==> src/rtl/pgmig_pkg.sv <==
package pgmig_pkg;

  typedef enum logic [2:0] {
    ST_IDLE,
    ST_LOOKUP,
    ST_FLUSH,
    ST_DRAIN,
    ST_COPY,
    ST_UPDATE
  } mig_state_e;

  typedef enum logic [1:0] {
    CP_IDLE,
    CP_RD,
    CP_WR
  } cp_phase_e;

endpackage

==> src/rtl/pgmig_hit_pick.sv <==
module pgmig_hit_pick #(
  parameter int N = 4
) (
  input  logic [N-1:0] hit,
  output logic [N-1:0] sel,
  output logic         any
);

  logic [N:0] seen;
  assign seen[0] = 1'b0;

  for (genvar i = 0; i < N; i++) begin : g_pick
    assign sel[i]    = hit[i] & ~seen[i];
    assign seen[i+1] = seen[i] | hit[i];
  end

  assign any = seen[N];

endmodule

==> src/rtl/pgmig_burst_ctr.sv <==
module pgmig_burst_ctr #(
  parameter int CNT_W = 8
) (
  input  logic             clk,
  input  logic             rst_n,
  input  logic             clr,
  input  logic             inc,
  output logic [CNT_W-1:0] cnt,
  output logic             last
);

  logic [CNT_W-1:0] cnt_q, cnt_d;
  logic             cnt_en;

  always_comb begin
    cnt_en = clr | inc;
    if (clr)      cnt_d = '0;
    else          cnt_d = cnt_q + 1'b1;
  end

  always_ff @(posedge clk or negedge rst_n) begin
    if (!rst_n)      cnt_q <= '0;
    else if (cnt_en) cnt_q <= cnt_d;
  end

  assign cnt  = cnt_q;
  assign last = &cnt_q;

endmodule

==> src/rtl/pgmig_copy.sv <==
module pgmig_copy
  import pgmig_pkg::*;
#(
  parameter int FRAME_W     = 20,
  parameter int PAGE_SHIFT  = 13,
  parameter int BURST_SHIFT = 5,
  parameter int DATA_W      = 256
) (
  input  logic                          clk,
  input  logic                          rst_n,
  input  logic                          start,
  input  logic [FRAME_W-1:0]            src_frame,
  input  logic [FRAME_W-1:0]            dst_frame,
  output logic                          rd_req,
  output logic [FRAME_W+PAGE_SHIFT-1:0] rd_addr,
  input  logic                          rd_ack,
  input  logic [DATA_W-1:0]             rd_data,
  output logic                          wr_req,
  output logic [FRAME_W+PAGE_SHIFT-1:0] wr_addr,
  output logic [DATA_W-1:0]             wr_data,
  input  logic                          wr_ack,
  output logic                          finish
);

  localparam int CNT_W = PAGE_SHIFT - BURST_SHIFT;

  cp_phase_e         phase_q, phase_d;
  logic              load;
  logic              inc;
  logic [CNT_W-1:0]  cnt;
  logic              last;
  logic [DATA_W-1:0] data_q;

  pgmig_burst_ctr #(.CNT_W(CNT_W)) u_ctr (
    .clk  (clk),
    .rst_n(rst_n),
    .clr  (start),
    .inc  (inc),
    .cnt  (cnt),
    .last (last)
  );

  always_comb begin
    phase_d = phase_q;
    load    = 1'b0;
    inc     = 1'b0;
    finish  = 1'b0;
    case (phase_q)
      CP_IDLE: if (start) phase_d = CP_RD;
      CP_RD: begin
        if (rd_ack) begin
          load    = 1'b1;
          phase_d = CP_WR;
        end
      end
      CP_WR: begin
        if (wr_ack) begin
          inc = 1'b1;
          if (last) begin
            finish  = 1'b1;
            phase_d = CP_IDLE;
          end else begin
            phase_d = CP_RD;
          end
        end
      end
      default: phase_d = CP_IDLE;
    endcase
  end

  always_ff @(posedge clk or negedge rst_n) begin
    if (!rst_n) phase_q <= CP_IDLE;
    else        phase_q <= phase_d;
  end

  always_ff @(posedge clk or negedge rst_n) begin
    if (!rst_n)    data_q <= '0;
    else if (load) data_q <= rd_data;
  end

  assign rd_req  = (phase_q == CP_RD);
  assign wr_req  = (phase_q == CP_WR);
  assign rd_addr = {src_frame, cnt, {BURST_SHIFT{1'b0}}};
  assign wr_addr = {dst_frame, cnt, {BURST_SHIFT{1'b0}}};
  assign wr_data = data_q;

  // a write only follows an acknowledged read
  a_r5_write_follows_read: assert property (@(posedge clk) disable iff (!rst_n)
    $rose(wr_req) |-> $past(rd_req && rd_ack));

  // read held with stable address until acknowledged
  a_r6_rd_hold: assert property (@(posedge clk) disable iff (!rst_n)
    rd_req && !rd_ack |=> rd_req && $stable(rd_addr));

  // write held with stable address and data until acknowledged
  a_r6_wr_hold: assert property (@(posedge clk) disable iff (!rst_n)
    wr_req && !wr_ack |=> wr_req && $stable(wr_addr) && $stable(wr_data));

endmodule

==> src/rtl/pgmig_seq.sv <==
module pgmig_seq
  import pgmig_pkg::*;
#(
  parameter int LPN_W       = 24,
  parameter int FRAME_W     = 20,
  parameter int NUM_TLB     = 4,
  parameter int PAGE_BYTES  = 8192,
  parameter int BURST_BYTES = 32,
  localparam int PAGE_SHIFT  = $clog2(PAGE_BYTES),
  localparam int BURST_SHIFT = $clog2(BURST_BYTES),
  localparam int ADDR_W      = FRAME_W + PAGE_SHIFT,
  localparam int DATA_W      = BURST_BYTES * 8
) (
  input  logic               clk,
  input  logic               rst_n,
  input  logic               cmd_valid,
  output logic               cmd_ready,
  input  logic [LPN_W-1:0]   cmd_lpn,
  input  logic [FRAME_W-1:0] cmd_src_frame,
  input  logic [FRAME_W-1:0] cmd_dst_frame,
  output logic               lk_req,
  output logic [LPN_W-1:0]   lk_lpn,
  input  logic               lk_ack,
  input  logic [NUM_TLB-1:0] lk_hit,
  output logic               fl_req,
  output logic [LPN_W-1:0]   fl_lpn,
  input  logic               fl_ack,
  input  logic               wb_idle,
  output logic               rd_req,
  output logic [ADDR_W-1:0]  rd_addr,
  input  logic               rd_ack,
  input  logic [DATA_W-1:0]  rd_data,
  output logic               wr_req,
  output logic [ADDR_W-1:0]  wr_addr,
  output logic [DATA_W-1:0]  wr_data,
  input  logic               wr_ack,
  output logic               tu_req,
  output logic [NUM_TLB-1:0] tu_sel,
  output logic [LPN_W-1:0]   tu_lpn,
  output logic [FRAME_W-1:0] tu_frame,
  input  logic               tu_ack,
  output logic               done
);

  mig_state_e         state_q, state_d;
  logic [LPN_W-1:0]   lpn_q;
  logic [FRAME_W-1:0] src_q, dst_q;
  logic [NUM_TLB-1:0] sel_q;
  logic               any_q;
  logic [NUM_TLB-1:0] pick_sel;
  logic               pick_any;
  logic               accept;
  logic               cap_hit;
  logic               copy_start;
  logic               copy_finish;
  logic               done_d, done_q;

  pgmig_hit_pick #(.N(NUM_TLB)) u_pick (
    .hit(lk_hit),
    .sel(pick_sel),
    .any(pick_any)
  );

  pgmig_copy #(
    .FRAME_W    (FRAME_W),
    .PAGE_SHIFT (PAGE_SHIFT),
    .BURST_SHIFT(BURST_SHIFT),
    .DATA_W     (DATA_W)
  ) u_copy (
    .clk      (clk),
    .rst_n    (rst_n),
    .start    (copy_start),
    .src_frame(src_q),
    .dst_frame(dst_q),
    .rd_req   (rd_req),
    .rd_addr  (rd_addr),
    .rd_ack   (rd_ack),
    .rd_data  (rd_data),
    .wr_req   (wr_req),
    .wr_addr  (wr_addr),
    .wr_data  (wr_data),
    .wr_ack   (wr_ack),
    .finish   (copy_finish)
  );

  always_comb begin
    state_d    = state_q;
    accept     = 1'b0;
    cap_hit    = 1'b0;
    copy_start = 1'b0;
    done_d     = 1'b0;
    case (state_q)
      ST_IDLE: begin
        if (cmd_valid) begin
          accept  = 1'b1;
          state_d = ST_LOOKUP;
        end
      end
      ST_LOOKUP: begin
        if (lk_ack) begin
          cap_hit = 1'b1;
          state_d = ST_FLUSH;
        end
      end
      ST_FLUSH: if (fl_ack) state_d = ST_DRAIN;
      ST_DRAIN: begin
        if (wb_idle) begin
          copy_start = 1'b1;
          state_d    = ST_COPY;
        end
      end
      ST_COPY: begin
        if (copy_finish) begin
          if (any_q) begin
            state_d = ST_UPDATE;
          end else begin
            done_d  = 1'b1;
            state_d = ST_IDLE;
          end
        end
      end
      ST_UPDATE: begin
        if (tu_ack) begin
          done_d  = 1'b1;
          state_d = ST_IDLE;
        end
      end
      default: state_d = ST_IDLE;
    endcase
  end

  always_ff @(posedge clk or negedge rst_n) begin
    if (!rst_n) begin
      state_q <= ST_IDLE;
      done_q  <= 1'b0;
    end else begin
      state_q <= state_d;
      done_q  <= done_d;
    end
  end

  always_ff @(posedge clk or negedge rst_n) begin
    if (!rst_n) begin
      lpn_q <= '0;
      src_q <= '0;
      dst_q <= '0;
    end else if (accept) begin
      lpn_q <= cmd_lpn;
      src_q <= cmd_src_frame;
      dst_q <= cmd_dst_frame;
    end
  end

  always_ff @(posedge clk or negedge rst_n) begin
    if (!rst_n) begin
      sel_q <= '0;
      any_q <= 1'b0;
    end else if (cap_hit) begin
      sel_q <= pick_sel;
      any_q <= pick_any;
    end
  end

  assign cmd_ready = (state_q == ST_IDLE);
  assign lk_req    = (state_q == ST_LOOKUP);
  assign fl_req    = (state_q == ST_FLUSH);
  assign tu_req    = (state_q == ST_UPDATE);
  assign lk_lpn    = lpn_q;
  assign fl_lpn    = lpn_q;
  assign tu_lpn    = lpn_q;
  assign tu_frame  = dst_q;
  assign tu_sel    = sel_q;
  assign done      = done_q;

  // an idle block drives no request
  a_r1_idle_quiet: assert property (@(posedge clk) disable iff (!rst_n)
    cmd_ready |-> !(lk_req || fl_req || rd_req || wr_req || tu_req));

  // requests are mutually exclusive
  a_r11_one_req: assert property (@(posedge clk) disable iff (!rst_n)
    $onehot0({lk_req, fl_req, rd_req, wr_req, tu_req}));

  // lookup held with stable page until acknowledged
  a_r6_lk_hold: assert property (@(posedge clk) disable iff (!rst_n)
    lk_req && !lk_ack |=> lk_req && $stable(lk_lpn));

  // flush begins only right after an acknowledged lookup
  a_r3_flush_after_lookup: assert property (@(posedge clk) disable iff (!rst_n)
    $rose(fl_req) |-> $past(lk_req && lk_ack));

  // a read starts only after a drained writeback or a finished write
  a_r4_read_after_drain: assert property (@(posedge clk) disable iff (!rst_n)
    $rose(rd_req) |-> ($past(wb_idle) || $past(wr_req && wr_ack)));

  // update targets exactly one buffer
  a_r7_update_onehot: assert property (@(posedge clk) disable iff (!rst_n)
    tu_req |-> $onehot(tu_sel));

  // update held with stable payload until acknowledged
  a_r6_tu_hold: assert property (@(posedge clk) disable iff (!rst_n)
    tu_req && !tu_ack |=> tu_req && $stable(tu_sel) && $stable(tu_frame));

  // done is a single-cycle pulse
  a_r10_done_pulse: assert property (@(posedge clk) disable iff (!rst_n)
    done |=> !done);

endmodule

==> config.mk <==
export PLATFORM = sky130hd
export DESIGN_NAME = pgmig_seq
export DESIGN_NICKNAME = d
export VERILOG_FILES = /design/src/rtl/pgmig_pkg.sv /design/src/rtl/pgmig_hit_pick.sv /design/src/rtl/pgmig_burst_ctr.sv /design/src/rtl/pgmig_copy.sv /design/src/rtl/pgmig_seq.sv
export SDC_FILE = /design/constraint.sdc
export NUM_CORES = 1
export LEC_CHECK = 0
export ABC_AREA = 1
export BUFFER_PORTS_ARGS = -buffer_cell sky130_fd_sc_hd__clkbuf_2
export CORE_AREA = 8 8 288 290
export CTS_CLUSTER_SIZE = 10
export DETAILED_ROUTE_END_ITERATION = 10
export DIE_AREA = 0 0 296 298
export HOLD_SLACK_MARGIN = 0.02
export SLEW_MARGIN = 20
export SYNTH_ARGS = -nofsm -noshare
export SYNTH_HDL_FRONTEND = slang
export SYNTH_SLANG_ARGS = --single-unit
==> constraint.sdc <==
create_clock -name clk -period 1.6 [get_ports clk]
set_input_delay 0.32 -clock clk [delete_from_list [all_inputs] [get_ports clk]]
set_output_delay 0.32 -clock clk [all_outputs]
set_load 0.01 [all_outputs]
After elaboration in Yosys (flattened, before gate mapping)
Index checks and enable logic that the tools add are counted.
{"block": "totals", "word_cells": 73, "ram_bits": 0, "latch_bits": 0, "mem_count": 0, "ff_bits": 339, "input_bits": 333, "mem_bits_ro": 0}
{"block": "classes", "n_div": 0, "muxes": 31, "eq_ne": 16, "order_cmp": 0, "addsub": 1, "multipliers": 0, "bitwise_logic": 10, "n_shift": 0, "n_reduce_logical": 5}
{"op": "$mux 3", "count": 7}
{"op": "$pmux 3 s6", "count": 1}
{"op": "$mux 1", "count": 17}
{"op": "$ne 2x1->1 const B", "count": 5}
{"op": "$add 8x1->8 const B", "count": 1}
{"op": "$mux 8", "count": 1}
{"op": "$ne 2x2->1 const B", "count": 4}
{"op": "$reduce_and 8->1", "count": 1}
{"op": "$eq 3x2->1 const B", "count": 2}
{"op": "$eq 3x3->1 const B", "count": 2}
{"op": "$mux 2", "count": 3}
{"op": "$pmux 2 s3", "count": 1}
{"op": "$reduce_and 6->1", "count": 1}
{"op": "$or 1x1->1", "count": 4}
{"op": "$and 1x1->1", "count": 3}
{"op": "$eq 3x1->1 const B", "count": 1}
{"op": "$logic_not 3->1", "count": 1}
{"op": "$not 1->1", "count": 3}
{"op": "$reduce_and 3->1", "count": 1}
{"op": "$eq 2x1->1 const B", "count": 1}
{"op": "$eq 2x2->1 const B", "count": 1}
{"op": "$logic_not 2->1", "count": 1}
{"op": "$pmux 1 s2", "count": 1}

Logic depth before layout (Yosys ltp)
{"block": "depth", "word_depth": 6, "ltp_mapped": 9, "ltp_nobuf": 8}

By module
A second synthesis with hierarchy kept.
{"block": "hier_totals", "cells_unflattened": 1659, "area_unflattened_um2": 14782.9}
{"module": "pgmig_copy", "n_inst": 1, "area_each_um2": 10771.6, "seq_area_each_um2": 6456.2, "cells_each": 1189}
{"module": "pgmig_seq", "n_inst": 1, "area_each_um2": 3540.9, "seq_area_each_um2": 1826.8, "cells_each": 403}
{"module": "pgmig_burst_ctr", "n_inst": 1, "area_each_um2": 424.2, "seq_area_each_um2": 200.2, "cells_each": 57}
{"module": "pgmig_hit_pick", "n_inst": 1, "area_each_um2": 46.3, "seq_area_each_um2": 0.0, "cells_each": 10}

Worst setup path after synthesis
OpenSTA, ideal clock, no wires.
{"block": "synth_timing", "path_type": "register -> register", "start": "register u_copy.phase_q[1]", "end": "register u_copy.data_q[100], in the netlist u_copy.wr_data[100]", "path_slack_ps": 211, "t_arrival_ps": 1264, "path_stages_with_launch": 6, "required_ps": 1475, "setup_ps": 125, "path_cell_list": "dfrtp_1 > nor2_4 > nand2_4 > buf_6 > buf_6 > mux2_4"}
{"block": "synth_via", "elab_chain_cells": 2}
{"element": "from (decl)", "line_no": "pgmig_copy.sv:27", "source": "cp_phase_e phase_q, phase_d;"}
{"element": "from (signal assigned)", "line_no": "pgmig_copy.sv:73", "source": "else phase_q <= phase_d;"}
{"element": "$eq 2x1->1"}
{"element": "named net rd_req", "line_no": "pgmig_seq.sv:29", "source": "output logic rd_req,"}
{"element": "$mux 1", "line_no": "pgmig_copy.sv:48", "source": "case (phase_q)"}
{"element": "to (signal assigned)", "line_no": "pgmig_copy.sv:78", "source": "else if (load) data_q <= rd_data;"}
{"element": "to (decl)", "line_no": "pgmig_copy.sv:32", "source": "logic [DATA_W-1:0] data_q;"}
The timed path passes the listed nets, and every way through them passes these cells.
A chain may end at the register's enable or synchronous reset.

Worst setup path in the final report
{"block": "layout_timing", "start": "register u_copy.phase_q[1]", "end": "register u_copy.data_q[133], in the netlist u_copy.wr_data[133]"}
{"block": "layout_via", "elab_chain_cells": 2}
{"element": "$eq 2x1->1", "line_no": "pgmig_copy.sv:48"}
{"element": "$mux 1", "line_no": "pgmig_copy.sv:48"}
Every way passes these cells.

==> results.cfg <==
[synth]
synth_top_area_share_pct = 57.6
synth.area.top_cells = dfrtp_1, mux2_4, buf_4, nand2_1, nand3_1
yosys.area_share.adder_pct = 0.0850
synth_cells = 1052
synth_compound_area_share_pct = 0.672
ys.flop_type = dfrtp_1
synth-simple-area-share_pct = 7.99
synth_most_common_cell = dfrtp_1
yosysUniqueCellTypes = 31
synth_common_cells = dfrtp_1, mux2_4, nand2_1
ys_seq_area_share_pct = 57.6
synth_top_family_by_area = multiplexers
synthXorXnorAreaFrac_pct = 0.0595
synthMuxAreaShare_pct = 25.4
yosys_warnings = 0
netlist_area_um2 = 14700
yosysTopAreaCell = dfrtp_1
synth_edf_count = 0
async_reset_ff_share_pct = 100
ys_seq_elements = 339
syn_avg_cell_area_um2 = 14.0

[finish]
area_growth_syn_to_layout_pct = 70.5
regArea_um2 = 8490
multi_input_area_um2 = 5120
num-nets-final = 2488
drive_gt1_share_pct = 55.1
fin_area_um2 = 25100
fillers = 7722

[pwr]
p_switching_uw = 16500
seqPwrFrac_pct = 35.2
p_leak_uw = 0.0134
power_frac_comb_pct = 46.7
switching_share_pct = 36.2
p_per_area_nw_per_um2 = 1820
power.internal_uw = 29100
ir_drop_mv = 1.01
p_clk_share_pct = 18.1

[grt]
grt_use_total_pct = 11.9
antenna_found_initial = 4
grt_pass1_wl_um = 82600
grt_max_degree = 66
grt_overflow = 0
grt_pass1_vias = 13600

[clock_network]
tritoncts = yes
cts_num_sinks = 339
clk_pin_slew_ps = 60
cts_buffers = 41
clockBufferDepth = 3
clkLatencyLatePin_ps = 560
root_buffer = clkbuf_16
htree_levels = 2

[die]
die-width_um = 296
rows = 103
die-area_um2 = 88200
start_util_pct = 18.8
ios = 758
die_y_um = 298
core_area_um2 = 78400

[placement]
dpl_cell_area_um2 = 19400
io_buffers = 747
post-dp-hpwl_um = 38700
gp_congestion = 0.809

[critical_path]
critPathCaptureType = register
cp_common_cell = buf_12
critical_path.startpoint = u_copy.phase_q[1]
rr_startpoint = u_copy.phase_q[1]
worstPathMaxFanout = 8
worstSetupStartpointType = register
crit_path_max_incr_delay_ps = 420
path_cells = nor2_4 > buf_6 > nand2_8 > buf_12 > buf_16 > buf_12 > buf_12 > mux2_4
crit_path_top_delay_cell = dfrtp_1
critPathRequiredTime_ps = 2020
arrival_ps = 2200
critPathKind = reg -> reg

[routing]
wire_per_inst_um = 18.0
wl_um = 57800
wirelength_met1_um = 21200
viasPerCell = 3.80
ant_nets = 0
dr_wl_met2_um = 29400
vias = 12200
top_layer = met5
routed-wl-met3_um = 4710
drc = 0
drt_iter0_markers = 404
dr.pass1.iters = 6

[sta]
fmax_ghz = 0.561
hold_viol = 0
fin_crit_sh_pct = 111
drv_slew = 0
rsz0062_at_grt = true
skew_ps = 23.8
setup_viol = 224
finalCriticalPeriod_ps = 1780
setup_tns_ps = -15580
fin_ws_ps = -183

[status]
status = complete, but fails checks
violations = negative setup slack

[hold_path]
min_from = rd_data[66]
hp-class = in -> reg

[job]
maxCapViolations = 0
-- worst max-delay path, delay by kind of cell, from the launching register on --
family / cells / cell delay (ps)
flip-flops: 1 / 420
buffers and inverters: 5 / 710
multiplexers: 1 / 290
AND/OR/NAND/NOR: 2 / 200
-- flip-flops by register name (all words and copies together) (netlist names) --
| signal | count |
|---|---|
| u_copy.wr_data | 256 |
| state_q | 3 |
| any_q | 1 |
| src_q | 20 |
| fl_lpn | 24 |
| u_copy.u_ctr.cnt | 8 |
| tu_frame | 20 |
| done | 1 |
| tu_sel | 4 |
| u_copy.phase_q | 2 |
-- layout make-up --
type                            instances  share of cell area (%)
Clock inverter                          6                   0.219
Clock buffer                           50                    4.26
Timing Repair Buffer                 1186                    35.6
Antenna cell                            2                  0.0199
Inverter                               26                   0.419
Multi-Input combinational cell        560                    20.4
Sequential cell                       339                    33.8
Tap cell                             1050                    5.24
-- per-stage QoR --
| stage | setup slack, ps | hold slack, ps | std cells | util, % | total power (µW) |
|---|---|---|---|---|---|
| after floorplan | 211 | 24.4 | 1061 | - | 27000 |
| after global placement | -2.47 | 187 | 2785 | 24.8 | 34200 |
| after detailed placement | -36.7 | 190 | 2785 | 24.8 | 34500 |
| after CTS | -278 | 21.0 | 3191 | 31.2 | 44900 |
| after global routing | -292 | 26.9 | 3219 | 32.0 | 48100 |
| final | -183 | 64.0 | 3219 | 32.0 | 45600 |
-- layout by cell type (no fill, tap or decap), types with 20 or more instances in the layout --
cell type / netlist / final
mux2_4: 229 / 229
clkbuf_16: 0 / 59
buf_4: 87 / 38
nand3_1: 77 / 76
dfrtp_1: 339 / 336
mux2_2: 27 / 27
inv_1: 25 / 20
buf_12: 0 / 28
clkbuf_2: 0 / 739
dlygate4sd3_1: 0 / 315
nand2_1: 165 / 164
-- power by group through the flow --
stage	combinational, µW	sequential (µW)	clock [µW]
after floorplan	9770	17200	0
after global placement	18300	15900	0
after detailed placement	18700	15800	0
after CTS	20400	15900	8590
after global routing	22700	16500	8890
final	21300	16000	8260
-- per-layer routing --
| layer | track usage (%) | vias up |
|---|---|---|
| met3 | 3.37 | 138 |
| met4 | 5.36 | 4 |
| met1 | 12.8 | 5892 |
| met2 | 21.3 | 571 |
| met5 | 0 | - |
| li1 | - | 5613 |
-- worst paths after layout --
| check | end | slack, ps | depth (start not counted) |
|---|---|---|---|
| hold / removal | u_copy.wr_data[66] | 60 | 2 |
| setup reg to reg | u_copy.wr_data[133] | -180 | 8 |
| min in group asynchronous | u_copy.wr_data[33] | 200 | 2 |
| hold reg to reg | src_q[8] | 470 | 2 |
| setup / recovery | u_copy.wr_data[133] | -180 | 8 |
| max in group asynchronous | u_copy.u_ctr.cnt[6] | 720 | 3 |
-- what timing repair did --
action                                  4_1_cts  5_1_grt
gates resized for setup                      65       66
setup buffers                                26       12
gates cloned                                  9       23
hold buffers                                315        0
pin swaps                                     5        2
endpoints found under the setup margin       99      310
endpoints found under the hold margin       492        0
-- kinds of logic after synthesis --
group | Yosys count
XOR/XNOR | 1
flip-flops | 339
AND/OR/NAND/NOR | 274
adder cells (fa/ha/maj) | 1
AO/OA/AOI/OAI | 18
other | 1
buffers and inverters | 162
multiplexers | 256
No activity file was read; power rests on OpenSTA's default activity.
